### config.mk
export PLATFORM = sky130hd
export DESIGN_NAME = hdb3_line_encoder
export DESIGN_NICKNAME = d
export VERILOG_FILES = /design/src/rtl/hdb3_enc_pkg.sv /design/src/rtl/hdb3_window.sv /design/src/rtl/hdb3_polarity.sv /design/src/rtl/hdb3_rail_gate.sv /design/src/rtl/hdb3_line_encoder.sv
export SDC_FILE = /design/constraint.sdc
export NUM_CORES = 1
export LEC_CHECK = 0
export BUFFER_PORTS_ARGS = -buffer_cell sky130_fd_sc_hd__buf_4
export CORE_AREA = 2 2 39 41
export DETAILED_ROUTE_END_ITERATION = 7
export DIE_AREA = 0 0 41 43
export PLACE_DENSITY_LB_ADDON = 0.1
export SLEW_MARGIN = 20
export SYNTH_ARGS = -nofsm -noshare
export SYNTH_HDL_FRONTEND = slang
export SYNTH_SLANG_ARGS = --single-unit
### constraint.sdc
create_clock -name clk -period 1.1 [get_ports clk]
set_input_delay 0.275 -clock clk [delete_from_list [all_inputs] [get_ports clk]]
set_output_delay 0.275 -clock clk [all_outputs]
set_load 0.1 [all_outputs]
### src/rtl/hdb3_enc_pkg.sv
package hdb3_enc_pkg;

    // Symbol classes held in the lookahead window
    typedef enum logic [2:0] {
        SYM_FILL = 3'd0,   // reset filler, never part of a zero run
        SYM_ZERO = 3'd1,   // plain input zero
        SYM_ONE  = 3'd2,   // plain input one
        SYM_HEAD = 3'd3,   // first zero of a substituted run
        SYM_VIOL = 3'd4    // last zero of a substituted run
    } sym_e;

    // Polarity encoding: 1 = positive mark, 0 = negative mark
    localparam logic POL_POS = 1'b1;
    localparam logic POL_NEG = 1'b0;

endpackage

### src/rtl/hdb3_window.sv
module hdb3_window
    import hdb3_enc_pkg::*;
#(
    parameter int RUN_LEN = 4
) (
    input  logic clk,
    input  logic rst,
    input  logic bit_in,
    output sym_e sym_o
);

    localparam int LAST = RUN_LEN - 1;

    typedef struct packed {
        sym_e [RUN_LEN-1:0] slot;
    } win_t;

    win_t win_q, win_d;
    logic prior_zero;
    logic run_hit;
    logic win_all_zero;

    // Next window: shift in new bit, rewrite head and tail on a full zero run
    always_comb begin
        win_d      = win_q;
        prior_zero = 1'b1;
        for (int k = 0; k < LAST; k++) begin
            if (win_q.slot[k] != SYM_ZERO) begin
                prior_zero = 1'b0;
            end
        end
        run_hit = !bit_in && prior_zero;

        for (int k = LAST; k > 0; k--) begin
            win_d.slot[k] = win_q.slot[k-1];
        end
        win_d.slot[0] = bit_in ? SYM_ONE : SYM_ZERO;

        if (run_hit) begin
            win_d.slot[0]    = SYM_VIOL;
            win_d.slot[LAST] = SYM_HEAD;
        end

        if (rst) begin
            for (int k = 0; k < RUN_LEN; k++) begin
                win_d.slot[k] = SYM_FILL;
            end
        end
    end

    always_ff @(negedge clk) begin
        win_q <= win_d;
    end

    assign sym_o = win_q.slot[LAST];

    // Independent scan of the registered window for the assertion below
    always_comb begin
        win_all_zero = 1'b1;
        for (int k = 0; k < RUN_LEN; k++) begin
            if (win_q.slot[k] != SYM_ZERO) begin
                win_all_zero = 1'b0;
            end
        end
    end


    no_plain_run_chk: assert property (@(negedge clk) disable iff (rst)
        !win_all_zero);

endmodule

### src/rtl/hdb3_polarity.sv
module hdb3_polarity
    import hdb3_enc_pkg::*;
(
    input  logic clk,
    input  logic rst,
    input  sym_e sym_i,
    output logic mark_pos_o,
    output logic mark_neg_o
);

    typedef struct packed {
        logic last_mark;
        logic last_viol;
        logic mark_pos;
        logic mark_neg;
    } pol_t;

    pol_t st_q, st_d;
    logic emit;
    logic pol;

    always_comb begin
        st_d = st_q;
        emit = 1'b0;
        pol  = ~st_q.last_mark;

        case (sym_i)
            SYM_ONE: begin
                emit = 1'b1;
            end
            SYM_HEAD: begin
                emit = (st_q.last_mark == st_q.last_viol);
            end
            SYM_VIOL: begin
                emit           = 1'b1;
                pol            = st_q.last_mark;
                st_d.last_viol = st_q.last_mark;
            end
            default: begin
                emit = 1'b0;
            end
        endcase

        if (emit) begin
            st_d.last_mark = pol;
        end
        st_d.mark_pos = emit && (pol == POL_POS);
        st_d.mark_neg = emit && (pol == POL_NEG);

        if (rst) begin
            st_d.last_mark = POL_NEG;
            st_d.last_viol = POL_NEG;
            st_d.mark_pos  = 1'b0;
            st_d.mark_neg  = 1'b0;
        end
    end

    always_ff @(negedge clk) begin
        st_q <= st_d;
    end

    assign mark_pos_o = st_q.mark_pos;
    assign mark_neg_o = st_q.mark_neg;


    rails_exclusive_chk: assert property (@(negedge clk) disable iff (rst)
        !(st_q.mark_pos && st_q.mark_neg));


    viol_alternate_chk: assert property (@(negedge clk) disable iff (rst)
        (sym_i == SYM_VIOL) |-> (st_q.last_mark != st_q.last_viol));


    reset_quiet_chk: assert property (@(negedge clk) disable iff (rst)
        $past(rst) |-> (!st_q.mark_pos && !st_q.mark_neg));

endmodule

### src/rtl/hdb3_rail_gate.sv
module hdb3_rail_gate (
    input  logic clk,
    input  logic mark_pos,
    input  logic mark_neg,
    output logic rail_pos,
    output logic rail_neg
);

    // Return-to-zero shaping: a mark is visible only while the clock is high
    assign rail_pos = mark_pos & clk;
    assign rail_neg = mark_neg & clk;

endmodule

### src/rtl/hdb3_line_encoder.sv
module hdb3_line_encoder
    import hdb3_enc_pkg::*;
#(
    parameter int RUN_LEN = 4
) (
    input  logic clk,
    input  logic rst,
    input  logic nrz_in,
    output logic rail_pos,
    output logic rail_neg
);

    sym_e oldest_sym;
    logic mark_pos;
    logic mark_neg;

    hdb3_window #(.RUN_LEN(RUN_LEN)) window_i (
        .clk    (clk),
        .rst    (rst),
        .bit_in (nrz_in),
        .sym_o  (oldest_sym)
    );

    hdb3_polarity polarity_i (
        .clk        (clk),
        .rst        (rst),
        .sym_i      (oldest_sym),
        .mark_pos_o (mark_pos),
        .mark_neg_o (mark_neg)
    );

    hdb3_rail_gate gate_i (
        .clk      (clk),
        .mark_pos (mark_pos),
        .mark_neg (mark_neg),
        .rail_pos (rail_pos),
        .rail_neg (rail_neg)
    );

endmodule

---- After elaboration in Yosys (flattened, before gate mapping) ----
Cells that the tools add are included.
storage, ports and cells
  bits in registers ....................... 16
cells by class
  bitwise logic cells ..................... 4
  reductions and logical operators ........ 6
  equal/unequal tests ..................... 7
  muxes and demuxes ....................... 8
operators by type and width
  cell                number
  $ne 3x1->1 const B  3
  $eq 3x2->1 const B  2
  $mux 1              4
  $mux 2              2
  $reduce_or 2->1     2
  $eq 3x3->1 const B  1
  $logic_and 1x1->1   3
  $mux 3              1
  $and 1x1->1         2
  $not 1->1           2
  $pmux 1 s2          1
  $eq 1x1->1          1
  $logic_not 1->1     1

---- Logic depth before layout (Yosys ltp) ----
Gate-level depths: netlist of the first run.
  depth in word-level cells ............... 6
  depth in mapped cells ................... 3
  mapped depth without buffers ............ 3

---- By module ----
A second synthesis of the first run with hierarchy kept.
unflattened totals
  cell total of the unflattened synthesis .. 57
  area total of the unflattened synthesis .. 603.1 um2
by module, submodules not included
  module          times used  cells an instance  area an instance (um2)  sequential area each (um2)
  hdb3_window     1           34                 399.1                   240.2
  hdb3_polarity   1           21                 191.4                   80.1
  hdb3_rail_gate  1           2                  12.5                    0.0

==> metrics.txt, run 1 <==
outcome complete, but fails checks; failing checks setup timing; Nets 85; Routed WL per cell between 10 and 15 um; antenna violations before repair 0; Post-Syn Nets 57; HP Class reg2reg; Avg Inst Size Synth around 10 um^2; Pleak about 0.35 nW; layout cells sized above 1 0.250; postcts setup bufs 0; WS Path Type reg2out; Vias per Instance roughly 5; Final Wtd Congestion 0.571; Overall Global Routing Usage 0.144; worst reg-to-reg setup slack 0.05 ns; Site Rows 14; Synth Instances 54; Die W just over 40 um; Finished Layout Cells 96; total length of routed wires approximately 970 um; Initial Util 0.403; Fin Clk Skew ~0.0073 ns; Power Total 0.00142 W; xor and xnor area share after synthesis 0; vias in the first global route between 500 and 600; via count around 470; Startpoint Class flop; most common cell after layout, fill and taps aside inv_1; post-synthesis sequential area ratio 0.574; drt drc 0; VDD IR max around 1100 uV; full die area about 1800 um^2; power density cells about 1900 nW/um^2; # hold bufs at CTS 0; simple-gate portion of the synthesized area 0.296; Yosys reg bits 16; global routing usage on met2 0.178; Iter 0 DRT Violations 10; Area growth syn-to-layout 36.5%; mapped cell area roughly 560 um^2; Final Max Tran Viols 0; Synth Area in Compound Gates 0.0717; Slew @ Worst Pin ~0.21 ns; M1 GR Usage 0.109; Final Setup Violations 4; Synth warnings 0; IO Count 5; Fin Setup TNS -1.57 ns; crit-path max FO 1; CP required about 0.82 ns; number of fill cells 135; M3 GR Usage 0.105; multiplexer share of the synthesized area 0.0359; RSZ-0062 raised after global routing yes; most frequent cells in the layout inv_1, dfxtp_1, nor2b_1, clkbuf_4; first-pass GRT wire length around 1600 um; Top Usage Layer GRT met4; drt pass-1 iters 3; max-cap viol count 0; core region area approximately 1400 um^2; Antenna Nets Post-Route 0; CTS clock-pin slew for the worst setup and hold paths 0.03 ns; ant diodes 0; total grt overflow 0; TritonCTS clock tree done; die height approximately 43 um; Worst Path Arrival about 1.6 ns; PnR worst setup slack -0.784 ns; relative slew slack 0.861; post-placement cell count 74; fraction of the mapped netlist area in adder cells 0; Final Hold Viols 0; largest net degree at the start of global routing 17; post-DP HPWL approximately 600 um; port bufs 4; Clock Latency Late Sink about 0.46 ns; Setup crit end kind output port; Netlist cell types 18; main combinational cell family by area after synthesis simple AND/OR/NAND/NOR gates
-- cell usage after synthesis, drive strengths merged --
cell    instances  share of area
nor3b           1          0.013
dfxtp          16           0.57
and2            2          0.022
nand2           2          0.013
inv             2          0.013
a22oi           2          0.027
nand2b          1          0.011
nor4b           1          0.027
nand4           1          0.011
and2b           2          0.027
nor2b          10           0.11
nand3           1         0.0090
mux2i           2          0.036
buf             1         0.0090
a21oi           4          0.036
nor4            1          0.022
o21ai           1         0.0090
nor2            4          0.027
-- kinds of logic after synthesis --
kind of cell | Yosys count
buffers and inverters | 3
multiplexers | 2
flip-flops | 16
AO/OA/AOI/OAI | 7
AND/OR/NAND/NOR | 26
-- layer usage --
| layer | vias to the layer above | wire length [um] |
|---|---|---|
| met5 | - | 0 |
| met4 | 0 | 42 |
| met3 | 4 | 29 |
| met2 | 11 | 482 |
| met1 | 220 | 417 |
| li1 | 233 | - |
-- per-stage QoR --
step                utilization  hold slack, ns  area, um^2  setup slack [ns]
global placement          0.448           0.447         621            -0.403
global route              0.551           0.471         762            -0.833
finish                    0.551           0.458         762            -0.784
detailed placement        0.448           0.456         621            -0.451
CTS                       0.545           0.463         754            -0.785
floorplan                     -           0.429         574            -0.324
-- final timing paths --
check	start	to	depth (start not counted)
hold reg to reg	window_i.win_q[6]$_SDFF_NP0_	window_i.sym_o[0]$_SDFF_NP0_	1
setup / recovery	polarity_i.mark_neg_o$_SDFF_NP0_	rail_neg	2
hold / removal	window_i.win_q[6]$_SDFF_NP0_	window_i.sym_o[0]$_SDFF_NP0_	1
setup reg to reg	window_i.win_q[5]$_SDFF_NP0_	window_i.win_q[0]$_SDFF_NP0_	3
-- sequential cells by signal, indices dropped and copies added (netlist names) --
name / flops
window_i.win_q: 9
polarity_i.mark_pos_o: 1
polarity_i.mark_neg_o: 1
polarity_i.st_q: 2
window_i.sym_o: 3
-- what timing repair did --
item,in CTS,in global routing
setup endpoints to repair,4,5
pin swaps,0,1
resized for setup,6,6
-- critical path, cell delays in order, from the launching register on --
cell	delay (ns)
dfxtp_2	0.30
and2_4	0.14
buf_12	0.16
-- power breakdown --
group	switching [W]	internal [W]	leakage, nW
Sequential	0.00000736	0.000596	0.132
Clock	0.000383	0.000402	0.144
Combinational	0.0000177	0.0000188	0.0785
-- area by class of cell --
type / instances / area, um^2 / area share
Tap cell: 16 / 20.0 / 0.0263
Clock inverter: 16 / 60.1 / 0.0788
Inverter: 1 / 3.75 / 0.00493
Timing Repair Buffer: 3 / 22.5 / 0.0296
Clock buffer: 9 / 96.3 / 0.126
Sequential cell: 16 / 324 / 0.425
Multi-Input combinational cell: 35 / 235 / 0.309
(Power assumes the default switching activity.)
==> run 2: changes to the inputs <==
--- a/config.mk
+++ b/config.mk
@@ -9,6 +9,7 @@
 export CORE_AREA = 2 2 39 41
 export DETAILED_ROUTE_END_ITERATION = 7
 export DIE_AREA = 0 0 41 43
+export MAX_ROUTING_LAYER = met4
 export PLACE_DENSITY_LB_ADDON = 0.1
 export SLEW_MARGIN = 20
 export SYNTH_ARGS = -nofsm -noshare
==> run 2 against run 1 <==
- the flow still finishes with violations (setup timing)
- critical endpoint is now rail_pos
- critical path type unchanged
- clock skew is essentially flat
- setup slack barely moved
- global-route usage hardly changed
- sequential cell count stayed put
==> metrics.txt, run 2 (synthesis gave the netlist of run 1 again) <==
Initial Util 0.403 (unchanged); Startpoint Class flop; outcome complete, but fails checks; Antenna Nets Post-Route 0 (unchanged); port bufs 4 (unchanged); CTS clock-pin slew for the worst setup and hold paths 0.03 ns (about the same); worst hold start window_i.win_q[6]$_SDFF_NP0_; largest net degree at the start of global routing 17 (unchanged); post-DP HPWL 584 um (unchanged); Final Hold Viols 0 (unchanged); Fin Setup TNS -1.57 ns (+0.00129 ns); # hold bufs at CTS 0 (unchanged); drt drc 0 (unchanged); Final Max Tran Viols 0 (unchanged); Iter 0 DRT Violations 12 (+2); Pleak 0.356 nW (+0.61%); VDD IR max 1080 uV (+0.40%); failing checks setup timing; Worst Reg2Reg Path Length in Cells 3 (unchanged); RSZ-0062 raised after global routing yes; Setup crit end kind output port; Stages on worst setup path 2 (unchanged); die height 43 um (unchanged); most frequent cells in the layout inv_1, dfxtp_1, nor2b_1, clkbuf_4; total grt overflow 0 (unchanged); PnR worst setup slack -0.784 ns (+0.000341 ns); full die area 1760 um^2 (unchanged); TritonCTS clock tree done; first-pass GRT wire length 1610 um (-0.86%); largest reg by FF count window_i.win_q; worst r2r dst window_i.win_q[0]$_SDFF_NP0_; max-cap viol count 0 (unchanged); vias in the first global route 530 (+1.1%); CP max stage delay 0.31 ns (about the same); WS Path Type reg2out; core region area 1380 um^2 (unchanged); CP required 0.82 ns (about the same); crit-path cells and2_4 > buf_12; Slew @ Worst Pin 0.212 ns (+0.00497 ns); Vias per Instance 4.90 (+0.43%); Worst Path Arrival 1.61 ns (about the same); layout cells sized above 1 0.250 (unchanged); Fin Clk Skew 0.00733 ns (-0.00000766 ns); cell depth of the worst hold path 1 (unchanged); Hold EP window_i.sym_o[0]$_SDFF_NP0_; Die W 41 um (unchanged); Final Wtd Congestion 0.574 (+0.51%); most common cell after layout, fill and taps aside inv_1; Overall Global Routing Usage 0.144 (+0.000470); ant diodes 0 (unchanged); worst r2r src window_i.win_q[5]$_SDFF_NP0_; Power Total 0.00143 W (+0.35%); relative slew slack 0.858 (-0.00332); Bufs and invs on worst path 1 (unchanged); number of fill cells 135 (unchanged); CP top delay family flip-flops; HP Class reg2reg; drt pass-1 iters 3 (unchanged); total length of routed wires 979 um (+0.72%); IO Count 5 (unchanged); Site Rows 14 (unchanged); Nets 85 (unchanged); number of flip-flops under the largest register name 9 (unchanged); Clock Latency Late Sink 0.46 ns (about the same); via count 470 (+0.43%); antenna violations before repair 0 (unchanged); Routed WL per cell 10.2 um (+0.72%); crit-path max FO 1 (unchanged); Final Setup Violations 4 (unchanged); Area growth syn-to-layout 38.1%; postcts setup bufs 0 (unchanged); power density cells 1850 nW/um^2 (-0.79%); worst reg-to-reg setup slack 0.04 ns (about the same); CP max-delay cell dfxtp_2
-- run 2: cell count changes in the layout (fill, tap and decap cells not counted) --
cell and change:
nor4_2 -1, nor4_4 +1
-- run 2: where the power goes --
part           switching (W)  internal [W]
clock               0.000384      0.000402
combinational      0.0000185     0.0000206
sequential        0.00000858      0.000596
-- run 2: stage by stage --
stage	utilization	hold WS [ns]	instances	area [um^2]	setup slack (ns)
floorplan	-	0.429	54	574	-0.324
global placement	0.448	0.447	74	621	-0.403
detailed placement	0.448	0.456	74	621	-0.451
CTS	0.545	0.463	96	754	-0.785
global route	0.557	0.471	96	771	-0.833
finish	0.557	0.458	96	771	-0.784
-- run 2: how the worst max path moves through the flow --
stage | slack [ns] | endpoint | startpoint
5_1_grt | -0.83 | rail_pos | polarity_i.mark_pos_o$_SDFF_NP0_
2_1_floorplan | -0.32 | rail_neg | polarity_i.mark_neg_o$_SDFF_NP0_
3_3_place_gp | -0.40 | window_i.win_q[0]$_SDFF_NP0_ | nrz_in
4_1_cts | -0.79 | rail_neg | polarity_i.mark_neg_o$_SDFF_NP0_
6_report | -0.78 | rail_pos | polarity_i.mark_pos_o$_SDFF_NP0_
3_5_place_dp | -0.45 | window_i.win_q[0]$_SDFF_NP0_ | nrz_in
-- run 2: layer usage --
metal	GRT usage	wire (um)
met5	-	0
met4	0.227	44
met3	0.0785	31
met2	0.178	474
met1	0.109	429
-- run 2: layout make-up --
cell class	instances	area, um^2	area share
flip-flops and latches	16	324	0.420
well taps	16	20.0	0.0260
repair buffers	3	22.5	0.0292
inverters	1	3.75	0.00487
multi-input cells	35	244	0.317
clock buffers	9	96.3	0.125
clock inverters	16	60.1	0.0779
-- run 2: worst reg2reg max path: stages, from the launching register on --
cell and delay, ns:
dfxtp_2 0.31, nor4b_2 0.27, nand4_1 0.17, nor3b_2 0.19
-- run 2: timing repair --
item,4_1_cts,5_1_grt
gates resized for setup,6,7
setup endpoints to repair,4,5
gates cloned,0,0
pin swaps,0,3
==> run 3: changes to the inputs <==
--- a/config.mk
+++ b/config.mk
@@ -7,10 +7,10 @@
 export LEC_CHECK = 0
 export BUFFER_PORTS_ARGS = -buffer_cell sky130_fd_sc_hd__buf_4
 export CORE_AREA = 2 2 39 41
+export CTS_CLUSTER_SIZE = 25
 export DETAILED_ROUTE_END_ITERATION = 7
 export DIE_AREA = 0 0 41 43
 export MAX_ROUTING_LAYER = met4
-export PLACE_DENSITY_LB_ADDON = 0.1
 export SLEW_MARGIN = 20
 export SYNTH_ARGS = -nofsm -noshare
 export SYNTH_HDL_FRONTEND = slang
==> run 3 against run 2 <==
- sequential share of layout area about the same
- final area up 0.32%
- die area unchanged
- clock power down 3.6%
- largest cell class unchanged
- sequential cell count unchanged
- global-route usage up 0.81 points
- wire length up 5.5%
- via count down 3.2%
- clock skew up 0.0090 ns
- the run still ends with setup timing left
- utilization up 0.18 points
- critical endpoint unchanged
- total power down 2.1%
- non-clock buffer count unchanged
==> metrics.txt, run 3 (synthesis gave the netlist of run 1 again) <==
outcome complete, but fails checks; failing checks setup timing; Int Power 0.000991 W (-2.7%); most frequent cells in the layout inv_1, dfxtp_1, nor2b_1, clkbuf_4; Worst Path Arrival 1.61 ns (about the same); total grt overflow 0 (unchanged); DP Worst Slack -0.413 ns (+0.0386 ns); relative slew slack 0.857 (about the same); VDD IR max 894 uV (-17%); via count 455 (-3.2%); layout cells sized above 1 0.272 (+0.0216); crit-path max FO 1 (unchanged); IO Count 5 (unchanged); Final Setup Violations 4 (unchanged); largest net degree at the start of global routing 17 (unchanged); Routed WL per cell 10.6 um (+4.4%); Pleak 0.354 nW (-0.59%); Slew @ Worst Pin 0.213 ns (+0.000708 ns); Logic pwr share 0.027 (about the same); Nets 85 (unchanged); Final Max Tran Viols 0 (unchanged); Net Sw Frac 0.292 (+0.00460); full die area 1760 um^2 (unchanged); switching pwr 0.000409 W (-0.54%); multi-input combinational cell area 244 um^2 (unchanged); core region area 1380 um^2 (unchanged); vias in the first global route 486 (-8.3%); RSZ-0062 raised after global routing yes; FF/Latch Area 325 um^2 (+0.39%); Die W 41 um (unchanged); sequential power share 0.431 (+0.008); CP required 0.82 ns (about the same); number of fill cells 140 (+3.7%); # hold bufs at CTS 0 (unchanged); drt drc 0 (unchanged); WS Path Type reg2out; largest reg by FF count window_i.win_q; Initial Util 0.403 (unchanged); CTS clock-pin slew for the worst setup and hold paths 0.05 ns (+0.02 ns); Area growth syn-to-layout 38.6%; antenna violations before repair 0 (unchanged); number of flip-flops under the largest register name 9 (unchanged); most common cell after layout, fill and taps aside inv_1; Iter 0 DRT Violations 13 (+1); drt pass-1 iters 5 (+2); Overall Global Routing Usage 0.152 (+0.00815); TritonCTS clock tree done; Site Rows 14 (unchanged); HP Class reg2reg; DP Area 621 um^2 (unchanged); Final Wtd Congestion 0.602 (+4.9%); power density cells 1810 nW/um^2 (-2.4%); port bufs 4 (unchanged); Vias per Instance 4.69 (-4.2%); Clock Latency Late Sink 0.47 ns (about the same); PnR worst setup slack -0.789 ns (-0.00497 ns); design area 773 um^2 (+0.32%); Startpoint Class flop; clock power share 0.542 (-0.008); Fin Clk Skew 0.0163 ns (+0.00895 ns); die height 43 um (unchanged); post-DP HPWL 622 um (+6.5%); Finished Core Util 0.559 (+0.00181); Fin Setup TNS -1.57 ns (-0.00733 ns); Final Hold Viols 0 (unchanged); max-cap viol count 0 (unchanged); Setup crit end kind output port; Antenna Nets Post-Route 0 (unchanged); ant diodes 0 (unchanged); first-pass GRT wire length 1700 um (+5.6%); total length of routed wires 1030 um (+5.5%)
## run 3: changes by cell type in the layout (fill, tap and decap cells not counted), sizes merged
cell | before | now
clkinvlp | 0 | 1
clkbuf | 5 | 7
buf | 7 | 5
## run 3: stage by stage
stage / total power, W / std cells / hold WS [ns]
final: 0.00140 / 97 / 0.454
after global routing: 0.00154 / 97 / 0.469
after CTS: 0.00145 / 97 / 0.456
after detailed placement: 0.000758 / 74 / 0.461
after global placement: 0.000758 / 74 / 0.451
after floorplan: 0.000742 / 54 / 0.429
## run 3: layer usage
layer	routed length, um	track usage
met1	429	0.132
met3	21	0.0942
met4	0	0.153
met2	582	0.206
met5	0	-
## run 3: worst paths after layout
check	from	cells past startpoint	slack, ns	end
setup reg to reg	window_i.win_q[8]$_SDFF_NP0_	3	0.04	window_i.win_q[0]$_SDFF_NP0_
hold reg to reg	window_i.win_q[2]$_SDFF_NP0_	1	0.45	window_i.win_q[5]$_SDFF_NP0_
setup / recovery	polarity_i.mark_pos_o$_SDFF_NP0_	2	-0.79	rail_pos
hold / removal	window_i.win_q[2]$_SDFF_NP0_	1	0.45	window_i.win_q[5]$_SDFF_NP0_
## run 3: worst max-delay path, cell delays in order (launching register included)
cell and delay, ns:
dfxtp_2 0.31, and2_4 0.14, buf_12 0.16
## run 3: timing repair
item / 4_1_cts / 5_1_grt
gates resized for setup: 6 / 5
setup endpoints to repair: 4 / 6
setup buffers: 0 / 0
pin swaps: 0 / 2
## run 3: area by class of cell
| class | instances | area share |
|---|---|---|
| Timing Repair Buffer | 3 | 0.0291 |
| Sequential cell | 16 | 0.421 |
| Multi-Input combinational cell | 35 | 0.316 |
| Tap cell | 16 | 0.0259 |
| Clock inverter | 17 | 0.0841 |
| Clock buffer | 9 | 0.120 |
| Inverter | 1 | 0.00485 |
## run 3: power by group through the flow
stage / logic (W) / registers, W / clock network, W
floorplan: 0.0000244 / 0.000609 / 0.000108
global placement: 0.0000364 / 0.000611 / 0.000110
finish: 0.0000377 / 0.000604 / 0.000758
detailed placement: 0.0000364 / 0.000611 / 0.000110
CTS: 0.0000372 / 0.000602 / 0.000814
global route: 0.0000423 / 0.000602 / 0.000891
